`config.mk`:
```
export PLATFORM = sky130hd
export DESIGN_NAME = wake_cmd_sleep_seq
export DESIGN_NICKNAME = d
export VERILOG_FILES = /design/src/rtl/wcs_pkg.sv /design/src/rtl/wcs_tick.sv /design/src/rtl/wcs_wake_len.sv /design/src/rtl/wcs_status_dec.sv /design/src/rtl/wake_cmd_sleep_seq.sv
export SDC_FILE = /design/constraint.sdc
export NUM_CORES = 1
export LEC_CHECK = 0
export BUFFER_PORTS_ARGS = -buffer_cell sky130_fd_sc_hd__buf_2
export CAP_MARGIN = 5
export CORE_MARGIN = 2
export CORE_UTILIZATION = 55
export CTS_CLUSTER_SIZE = 20
export DETAILED_ROUTE_END_ITERATION = 10
export GPL_ROUTABILITY_DRIVEN = 0
export PLACE_DENSITY = 0.77
export SLEW_MARGIN = 20
export SYNTH_ARGS = -nofsm -noshare
export SYNTH_HDL_FRONTEND = slang
export SYNTH_SLANG_ARGS = --single-unit
```
`constraint.sdc`:
```
create_clock -name clk -period 7.6 [get_ports clk]
set_input_delay 0.38 -clock clk [delete_from_list [all_inputs] [get_ports clk]]
set_output_delay 0.38 -clock clk [all_outputs]
set_load 0.01 [all_outputs]
```
`src/rtl/wcs_pkg.sv`:
```
package wcs_pkg;

    typedef enum logic [3:0] {
        ST_IDLE  = 4'd0,
        ST_WAKE  = 4'd1,
        ST_WWAIT = 4'd2,
        ST_SREAD = 4'd3,
        ST_CMD   = 4'd4,
        ST_EWAIT = 4'd5,
        ST_RREAD = 4'd6,
        ST_SLEEP = 4'd7,
        ST_FIN   = 4'd8
    } seq_st_e;

    typedef enum logic [1:0] {
        SEL_WAKE  = 2'b00,
        SEL_CMD   = 2'b01,
        SEL_SLEEP = 2'b10,
        SEL_READ  = 2'b11
    } bus_sel_e;

    localparam logic [7:0] GRP_LEN    = 8'd4;
    localparam logic [7:0] RES_OK     = 8'h00;
    localparam logic [7:0] RES_BUS    = 8'hB0;
    localparam logic [7:0] RES_RATE   = 8'hB1;
    localparam logic [7:0] RES_BUDGET = 8'hB2;

    // Device codes that denote a fault; 0x00 and 0x11 are success.
    function automatic logic code_is_fault(input logic [7:0] c);
        case (c)
            8'h01, 8'h03, 8'h05, 8'h0F, 8'hEE, 8'hFF: code_is_fault = 1'b1;
            default:                                  code_is_fault = 1'b0;
        endcase
    endfunction

endpackage

```
`src/rtl/wcs_tick.sv`:
```
module wcs_tick #(
    parameter int TICK_CYC = 50000
) (
    input  logic clk,
    input  logic rst_n,
    input  logic clr,
    output logic tick
);
    localparam int CNT_W = (TICK_CYC > 1) ? $clog2(TICK_CYC) : 1;

    logic [CNT_W-1:0] cnt_d, cnt_q;

    assign tick = (cnt_q == CNT_W'(TICK_CYC - 1));

    always_comb begin
        if (clr || tick) cnt_d = '0;
        else             cnt_d = cnt_q + 1'b1;
    end

    always_ff @(posedge clk) begin
        if (!rst_n) cnt_q <= '0;
        else        cnt_q <= cnt_d;
    end
endmodule

```
`src/rtl/wcs_wake_len.sv`:
```
module wcs_wake_len #(
    parameter int KHZ_W   = 11,
    parameter int LEN_W   = 8,
    parameter int TWLO_US = 60,
    parameter int MAX_KHZ = 1000
) (
    input  logic [KHZ_W-1:0] khz,
    output logic [LEN_W-1:0] nbytes,
    output logic             rate_ok
);
    // bits = ceil(TWLO_US * khz / 1000); bytes = ceil(bits / 8)
    assign nbytes  = LEN_W'((((32'(TWLO_US) * 32'(khz) + 32'd999) / 32'd1000) + 32'd7) / 32'd8);
    assign rate_ok = (khz != '0) && (32'(khz) <= 32'(MAX_KHZ));
endmodule

```
`src/rtl/wcs_status_dec.sv`:
```
module wcs_status_dec
    import wcs_pkg::*;
(
    input  logic [7:0] len_b,
    input  logic [7:0] code_b,
    output logic [7:0] fault
);
    assign fault = ((len_b == GRP_LEN) && code_is_fault(code_b)) ? code_b : RES_OK;
endmodule

```
`src/rtl/wake_cmd_sleep_seq.sv`:
```
module wake_cmd_sleep_seq
    import wcs_pkg::*;
#(
    parameter int CLK_HZ       = 50000000,
    parameter int TWLO_US      = 60,
    parameter int MAX_KHZ      = 1000,
    parameter int WAKE_WAIT_MS = 1,
    parameter int WDT_MS       = 1300,
    parameter int KHZ_W        = 11,
    parameter int LEN_W        = 8,
    parameter int MS_W         = 11
) (
    input  logic             clk,
    input  logic             rst_n,
    input  logic             start,
    input  logic [KHZ_W-1:0] bus_khz,
    input  logic [LEN_W-1:0] frame_len,
    input  logic [MS_W-1:0]  exec_ms,
    input  logic [LEN_W-1:0] resp_len,
    output logic             busy,
    output logic             done,
    output logic [7:0]       result,
    output logic             bus_start,
    output logic [1:0]       bus_sel,
    output logic [LEN_W-1:0] bus_len,
    input  logic             bus_done,
    input  logic             bus_err,
    input  logic             bus_rx_valid,
    input  logic [7:0]       bus_rx_data
);
    localparam int TICK_CYC = (CLK_HZ / 1000 > 0) ? CLK_HZ / 1000 : 1;

    typedef struct packed {
        seq_st_e          st;
        logic             issued;
        logic [1:0]       rx_idx;
        logic [7:0]       b0;
        logic [7:0]       b1;
        logic [LEN_W-1:0] wake_len;
        logic [LEN_W-1:0] frame_len;
        logic [LEN_W-1:0] resp_len;
        logic [MS_W-1:0]  exec_ms;
        logic [MS_W-1:0]  ms_left;
        logic             bus_start;
        logic [1:0]       sel;
        logic [LEN_W-1:0] blen;
        logic             done;
        logic [7:0]       result;
    } seq_t;

    seq_t d, q;

    logic             tick, tick_clr;
    logic [LEN_W-1:0] wake_bytes;
    logic             rate_ok;
    logic [7:0]       fault;
    logic             is_bus;
    logic [1:0]       op_sel;
    logic [LEN_W-1:0] op_len;
    logic             op_end;
    logic             over_budget;

    wcs_tick #(.TICK_CYC(TICK_CYC)) u_tick (
        .clk(clk), .rst_n(rst_n), .clr(tick_clr), .tick(tick)
    );

    wcs_wake_len #(
        .KHZ_W(KHZ_W), .LEN_W(LEN_W), .TWLO_US(TWLO_US), .MAX_KHZ(MAX_KHZ)
    ) u_wlen (
        .khz(bus_khz), .nbytes(wake_bytes), .rate_ok(rate_ok)
    );

    wcs_status_dec u_dec (
        .len_b(q.b0), .code_b(q.b1), .fault(fault)
    );

    assign tick_clr    = !((q.st == ST_WWAIT) || (q.st == ST_EWAIT));
    assign op_end      = q.issued && bus_done;
    assign over_budget = (32'(exec_ms) + 32'(WAKE_WAIT_MS)) >= 32'(WDT_MS);

    always_comb begin
        d      = q;
        d.bus_start = 1'b0;
        d.done      = 1'b0;

        // Operation that the current state puts on the bus.
        is_bus = 1'b1;
        op_sel = SEL_WAKE;
        op_len = q.wake_len;
        case (q.st)
            ST_WAKE:  begin op_sel = SEL_WAKE;  op_len = q.wake_len;  end
            ST_SREAD: begin op_sel = SEL_READ;  op_len = LEN_W'(4);   end
            ST_CMD:   begin op_sel = SEL_CMD;   op_len = q.frame_len; end
            ST_RREAD: begin op_sel = SEL_READ;  op_len = q.resp_len;  end
            ST_SLEEP: begin op_sel = SEL_SLEEP; op_len = LEN_W'(1);   end
            default:  is_bus = 1'b0;
        endcase

        if (is_bus && !q.issued) begin
            d.issued    = 1'b1;
            d.bus_start = 1'b1;
            d.sel       = op_sel;
            d.blen      = op_len;
            d.rx_idx    = 2'd0;
            d.b0        = 8'h00;
            d.b1        = 8'h00;
        end

        // Capture the first two bytes of any read.
        if (bus_rx_valid && q.issued && ((q.st == ST_SREAD) || (q.st == ST_RREAD))) begin
            if (q.rx_idx == 2'd0) d.b0 = bus_rx_data;
            if (q.rx_idx == 2'd1) d.b1 = bus_rx_data;
            if (q.rx_idx != 2'd2) d.rx_idx = q.rx_idx + 2'd1;
        end

        if (op_end) d.issued = 1'b0;

        case (q.st)
            ST_IDLE: begin
                if (start) begin
                    d.wake_len  = wake_bytes;
                    d.frame_len = frame_len;
                    d.resp_len  = resp_len;
                    d.exec_ms   = exec_ms;
                    d.result    = RES_OK;
                    d.issued    = 1'b0;
                    if (!rate_ok) begin
                        d.result = RES_RATE;
                        d.st     = ST_FIN;
                    end else if (over_budget) begin
                        d.result = RES_BUDGET;
                        d.st     = ST_FIN;
                    end else begin
                        d.st = ST_WAKE;
                    end
                end
            end
            ST_WAKE: begin
                if (op_end) begin
                    d.st      = ST_WWAIT;
                    d.ms_left = MS_W'(WAKE_WAIT_MS);
                end
            end
            ST_WWAIT, ST_EWAIT: begin
                if (q.ms_left == '0)
                    d.st = (q.st == ST_WWAIT) ? ST_SREAD : ST_RREAD;
                else if (tick)
                    d.ms_left = q.ms_left - 1'b1;
            end
            ST_SREAD: begin
                if (op_end) begin
                    if (bus_err) begin
                        d.result = RES_BUS;
                        d.st     = ST_FIN;
                    end else if (fault != RES_OK) begin
                        d.result = fault;
                        d.st     = ST_FIN;
                    end else begin
                        d.st = ST_CMD;
                    end
                end
            end
            ST_CMD: begin
                if (op_end) begin
                    if (bus_err) begin
                        d.result = RES_BUS;
                        d.st     = ST_FIN;
                    end else begin
                        d.st      = ST_EWAIT;
                        d.ms_left = q.exec_ms;
                    end
                end
            end
            ST_RREAD: begin
                if (op_end) begin
                    if (bus_err) begin
                        d.result = RES_BUS;
                        d.st     = ST_FIN;
                    end else begin
                        d.result = fault;
                        d.st     = ST_SLEEP;
                    end
                end
            end
            ST_SLEEP: begin
                if (op_end) begin
                    if (bus_err) d.result = RES_BUS;
                    d.st = ST_FIN;
                end
            end
            ST_FIN: begin
                d.done = 1'b1;
                d.st   = ST_IDLE;
            end
            default: d.st = ST_IDLE;
        endcase
    end

    always_ff @(posedge clk) begin
        if (!rst_n) q <= '0;
        else        q <= d;
    end

    assign busy      = (q.st != ST_IDLE);
    assign done      = q.done;
    assign result    = q.result;
    assign bus_start = q.bus_start;
    assign bus_sel   = q.sel;
    assign bus_len   = q.blen;
endmodule

```
==> flow_summary_export.csv, run 1 <==
group,metric,value,unit
route,viasPerCell,6.23,
setup_path,required,7830,ps
setup_path,cp_data_arrival_time,8280,ps
clock_tree,cts_max_level,3,
clock_tree,clk_latency,340,ps
flow_run,drv_cap,0,
setup_path,critical_path_depth,36,
setup_path,reg2reg_to,"q[30]$_SDFFE_PN0P_",
min_path,min-delay-path-class,"input pin to flip-flop",
global_route,grt_max_degree,80,
die,dieArea,16400,sq um
setup_path,r2r_setup_slack,4380,ps
route,ant_nets,0,
global_route,antenna_found_initial,0,
yosys,avgSynthCellArea,7.66,sq um
die,die-height,128,um
place,place_inst,1480,
timing,period_share,1.06,
global_route,grt_pass1_vias,8571,
yosys,async_flop_share,0,
setup_path,path_buf_inv,9,
die,io_pins,73,
global_route,grt_use_total,0.293,
clock_tree,cts_num_sinks,104,
clock_tree,numCtsBuffers,9,
run_status,status,"finished with violations",
yosys,synth_cells,1108,
timing,timing.fmax,0.124,GHz
final_layout,antenna_cells,0,
timing,worst_hold_slack,267,ps
final_layout,drive_above_1_share,0.345,
yosys,synth_fp_nets,1213,
die,die_w,128,um
die,start_util,0.560,
global_route,grt_pass1_wl,40.1,mm
yosys,syn_area,8490,sq um
setup_path,r2r_start,"q[85]$_SDFFE_PN0P_",
timing,final_hold_viol_count,0,
yosys,yosys_warnings,0,
timing,setup_viol,5,
route,wl_per_cell,18.1,um
clock_tree,cts_buffer_depth,2,
route,vias,9630,
setup_path,crit_family,"compound AO/OA/AOI/OAI gates",
route,wirelength,27.9,mm
setup_path,critPathKind,"input pin to flip-flop",
route,drc,0,
timing,worstMarginPinSlew,854,ps
yosys,postSynthRegisterBits,104,
route,drt_iter0_drc,766,
setup_path,crit_path_end,"q[61]$_SDFFE_PN0P_",
clock_tree,root_buffer,"clkbuf_16",
clock_tree,hold_buffers,0,
setup_path,start_kind,"input pin",
setup_path,worstRegToRegCells,8,
setup_path,crit_start,"bus_khz[4]",
timing,slew_headroom,0.426,
place,io_buffers,72,
setup_path,path_common_cell,"buf_4",
final_layout,finish.utilization,0.762,
setup_path,end_kind,"flip-flop",
route,dr.pass1.iters,5,
final_layout,stdcell_count,1545,
setup_path,critPathMaxStageDelay,580,ps
place,hpwl,17.3,mm
run_status,violations,"negative setup slack",
timing,setup_slack,-451,ps
timing,rsz0062_at_grt,"true",
clock_tree,cts_tree,"yes",
die,core,15100,sq um
yosys,synth_edf_count,0,
final_layout,fill_cells,984,
global_route,grt-ovfl-total,0,
clock_tree,cts.clk_slew.worst_paths,70,ps
timing,finalCriticalPeriod,8050,ps
final_layout,syn_to_final_growth,36.0,%
setup_path,path_max_fanout,6,
timing,slew_viol_final,0,
yosys,synth_seq_area_share,0.245,
timing,fin_skew,9.13,ps
die,rows,45,
final_layout,fin_nets,1457,
yosys,ys.flop_type,"dfxtp_1",
setup_path,cp_slowest_cell,"fa_1",
yosys,synth_cell_type_count,101,
[worst register-to-register path: stages, from the launching register on]
cell     delay, ps
dfxtp_1        700
nor2b_1        370
nand2_1        110
a21oi_1        620
o31ai_1        240
a221o_1        600
o21ai_0        260
o21a_1         140
nor2_1          30
[metrics by stage]
stage / setup TNS, ps / instance area [sq um] / worst slack (ps)
after detailed placement: -2740 / 10300 / -635
after floorplan: -160 / 8680 / -82.9
after global placement: -1900 / 10300 / -456
final: -2040 / 11500 / -451
after CTS: 0 / 10900 / 2.52
after global routing: -3180 / 11500 / -659
[state kept, by name, indices dropped and copies added, names as in the netlist]
register	cells
done	1
bus_start	1
u_tick.cnt_q	16
bus_sel	2
q	68
bus_len	8
result	8
[routing by layer]
metal	share of wire	track usage
met5	0	0
met4	0.045	0.0989
met3	0.059	0.0305
met2	0.50	0.514
met1	0.40	0.374
[cell families (layout without fill, tap and decap cells)]
kind of cell	Yosys count	count (layout)	share of synthesized area
simple gates	451	451	0.257
compound gates	305	305	0.246
buf+inv	117	365	0.0635
flops	104	104	0.245
fa+ha+maj	54	54	0.0961
xor+xnor	51	51	0.0593
mux	26	27	0.0329
[timing repair]
action                     4_1_cts  5_1_grt
gates cloned                     1        0
pin swaps                       23       52
setup endpoints to repair        5        5
buffers inserted                17       31
resized for setup               49       80
[cell usage after synthesis, types with 13 or more instances]
master	number	area (sq um)
fa_1	19	380
nand3_1	49	245
nand2_1	138	518
inv_1	50	188
dfxtp_1	104	2080
clkbuf_1	37	139
a211oi_1	17	128
a21oi_1	103	515
xor2_1	13	114
o21ai_0	46	230
nor2_1	122	458
ha_1	34	425
mux2i_1	18	180
buf_4	20	150
nor3_1	28	140
xnor2_1	32	280
and3_1	18	113
[worst min-delay path by stage]
stage / startpoint / to / slack [ps] / cells after the start
after floorplan: u_tick.cnt_q[0]$_SDFF_PP0_ / u_tick.cnt_q[0]$_SDFF_PP0_ / 430 / 1
after global placement: q[51]$_SDFFE_PN0P_ / q[51]$_SDFFE_PN0P_ / 440 / 2
after detailed placement: q[51]$_SDFFE_PN0P_ / q[51]$_SDFFE_PN0P_ / 450 / 2
after CTS: resp_len[1] / q[43]$_SDFFE_PN0P_ / 270 / 3
after global routing: resp_len[7] / q[49]$_SDFFE_PN0P_ / 270 / 3
final: frame_len[2] / q[52]$_SDFFE_PN0P_ / 270 / 3
[cell usage in the layout (no fill, tap or decap), types with 7 or more instances in the layout]
cell type and n:
buf_4 220, nand2_1 135, nor2_1 113, dfxtp_1 104
a21oi_1 96, buf_2 66, nand3_1 46, inv_1 41
o21ai_0 38, xnor2_1 30, nor3_1 28, ha_1 26
and3_1 17, fa_1 16, a211oi_1 14, mux2i_1 14
xor2_1 12, nand4_1 11, nand2b_1 10, or2_2 10
buf_6 10, and2_1 9, o21a_1 9, clkbuf_16 9
o211ai_1 8, nor4_1 7, nor2b_1 7, o31ai_1 7
a21oi_2 7, nor2_2 7
[area by class of cell]
cell class | instances | area, sq um | share of cell area
Clock buffer | 12 | 236 | 0.0205
Timing Repair Buffer | 298 | 2130 | 0.185
Inverter | 51 | 206 | 0.0179
Multi-Input combinational cell | 888 | 6620 | 0.573
Clock inverter | 4 | 30.0 | 0.00260
Sequential cell | 104 | 2080 | 0.180
Tap cell | 188 | 235 | 0.0204
Power of run 1 is not shown: default switching activity piles up to over one toggle a cycle in this logic, so the estimate is an artifact.
==> run 2, diff against run 1 <==
- RECOVER_POWER: not set -> 100
- clock period: 7.6 -> 7.1 ns (I/O delays scaled with it)
==> run 2 against run 1 <==
The run ends with max-capacitance violations, max-slew violations, negative setup slack left. Cell count is 1.4% higher. Register-to-register slack worse by 500 ps. Core utilization is 1.9 points higher. Via count is 1.7% higher. Sequential cell count stayed put. Sequential share of layout area is 0.45 points lower. Worst hold slack worse by 34 ps. Wire length is 0.67% higher. Critical path type unchanged.
==> flow_summary_export.csv, run 2 (synthesis gave the netlist of run 1 again) <==
group,metric,value,unit
die,dieArea,16400,sq um
clock_tree,cts_tree,"yes",
route,ant_nets,0,
setup_path,critPathKind,"input pin to flip-flop",
global_route,antenna_found_initial,0,
setup_path,path_common_cell,"buf_4",
place,placedInstanceArea,10400,sq um
global_route,grt_max_degree,77,
final_layout,finish.utilization,0.781,
timing,setup_slack,-879,ps
global_route,grt-ovfl-total,0,
clock_tree,clk_latency,350,ps
timing,finalCriticalPeriod,7980,ps
route,wl_per_cell,17.9,um
die,die-height,128,um
clock_tree,cts.clk_slew.worst_paths,70,ps
place,io_buffers,72,
timing,tns,-4060,ps
setup_path,cp_data_arrival_time,8220,ps
setup_path,crit_family,"compound AO/OA/AOI/OAI gates",
setup_path,critPathMaxStageDelay,620,ps
route,wirelength,28.1,mm
global_route,grt_pass1_vias,9049,
timing,rsz0062_at_grt,"true",
clock_tree,root_buffer,"clkbuf_16",
global_route,grt_use_total,0.303,
clock_tree,numCtsBuffers,9,
setup_path,cp_slowest_cell,"fa_1",
final_layout,largest_register,"q",
clock_tree,cts_buffer_depth,2,
die,die_w,128,um
route,drt_iter0_drc,1047,
die,io_pins,73,
final_layout,final_common_cell,"buf_4",
timing,setup_viol,5,
flow_run,drv_cap,1,
place,hpwl,17.8,mm
timing,final_hold_viol_count,0,
route,vias,9793,
run_status,violations,"max-capacitance violations, max-slew violations, negative setup slack",
timing,slew_viol_final,36,
route,drc,0,
timing,timing.fmax,0.125,GHz
die,core,15100,sq um
final_layout,largest_register_ffs,68,
setup_path,start_kind,"input pin",
final_layout,fin_nets,1478,
timing,period_share,1.12,
min_path,min-delay-path-class,"input pin to flip-flop",
route,dr.pass1.iters,6,
run_status,status,"finished with violations",
setup_path,path_buf_inv,5,
clock_tree,cts_max_level,3,
final_layout,antenna_cells,0,
clock_tree,hold_buffers,0,
clock_tree,cts_num_sinks,104,
final_layout,postLayoutCellArea,11800,sq um
setup_path,end_kind,"flip-flop",
final_layout,syn_to_final_growth,39.5,%
timing,fin_skew,9.04,ps
timing,worstMarginPinSlew,1630,ps
timing,slew_headroom,-0.0856,
global_route,grt_pass1_wl,41.2,mm
die,start_util,0.560,
final_layout,top_regs,"q x68, u_tick.cnt_q x16",
die,rows,45,
setup_path,required,7340,ps
route,viasPerCell,6.25,
setup_path,path_max_fanout,11,
final_layout,mostFrequentLayoutCells,"buf_4 (233), nand2_1 (137), nor2_1 (115), dfxtp_1 (104), a21oi_1 (94)",
final_layout,drive_above_1_share,0.340,
==> run 2: cell types whose count changed in the layout (fill, tap and decap cells not counted), moves of 3 or more <==
cell,previous run,this run
inv_2,6,3
o31ai_4,1,4
inv_1,41,44
mux2i_2,4,1
buf_6,10,14
o21ai_2,6,2
o21ai_1,5,8
buf_4,220,233
buf_2,66,48
clkbuf_1,3,23
==> run 2: worst paths after layout <==
| check | slack (ps) | start | to | cells after the start |
|---|---|---|---|---|
| worst max-delay path | -880 | bus_khz[1] | q[58]$_SDFFE_PN0P_ | 32 |
| worst min-delay path | 230 | frame_len[5] | q[55]$_SDFFE_PN0P_ | 3 |
| worst max register to register | 3880 | q[87]$_SDFFE_PN0P_ | q[24]$_SDFFE_PN0P_ | 7 |
| worst min register to register | 460 | q[48]$_SDFFE_PN0P_ | q[48]$_SDFFE_PN0P_ | 2 |
==> run 2: routing by layer <==
metal,up-vias,routed length (um),GRT usage
li1,4494,-,-
met1,4637,10700,0.345
met2,515,14500,0.564
met3,147,1680,0.0438
met4,0,1210,0.121
met5,-,0,0
==> run 2: timing repair <==
item	CTS	global route
pin swaps	46	40
endpoints found under the setup margin	5	5
cloned	1	0
gates resized for setup	82	65
buffers inserted	29	16
==> run 2: worst reg2reg max path, cell delays in order, from the launching register on <==
cell and delay [ps]:
dfxtp_1 720, nor2b_1 300, nand2b_1 300, nor2_1 750
a221o_1 690, nor2_1 120, a21oi_1 150, nor2_1 60
==> run 2: cell type report <==
class	count	area [sq um]
flip-flops and latches	104	2080
well taps	188	235
clock inverters	6	50.0
multi-input cells	888	6770
inverters	51	206
repair buffers	319	2250
clock buffers	10	239
fillers	1004	3310
==> run 2: per-stage QoR <==
stage	hold WS [ps]	setup WS, ps	instances
after global routing	246	-1120	1566
after floorplan	430	-551	1108
after CTS	228	-516	1549
final	234	-879	1566
after detailed placement	448	-1460	1503
after global placement	443	-1230	1503
Power of run 2 is left out for the same reason.
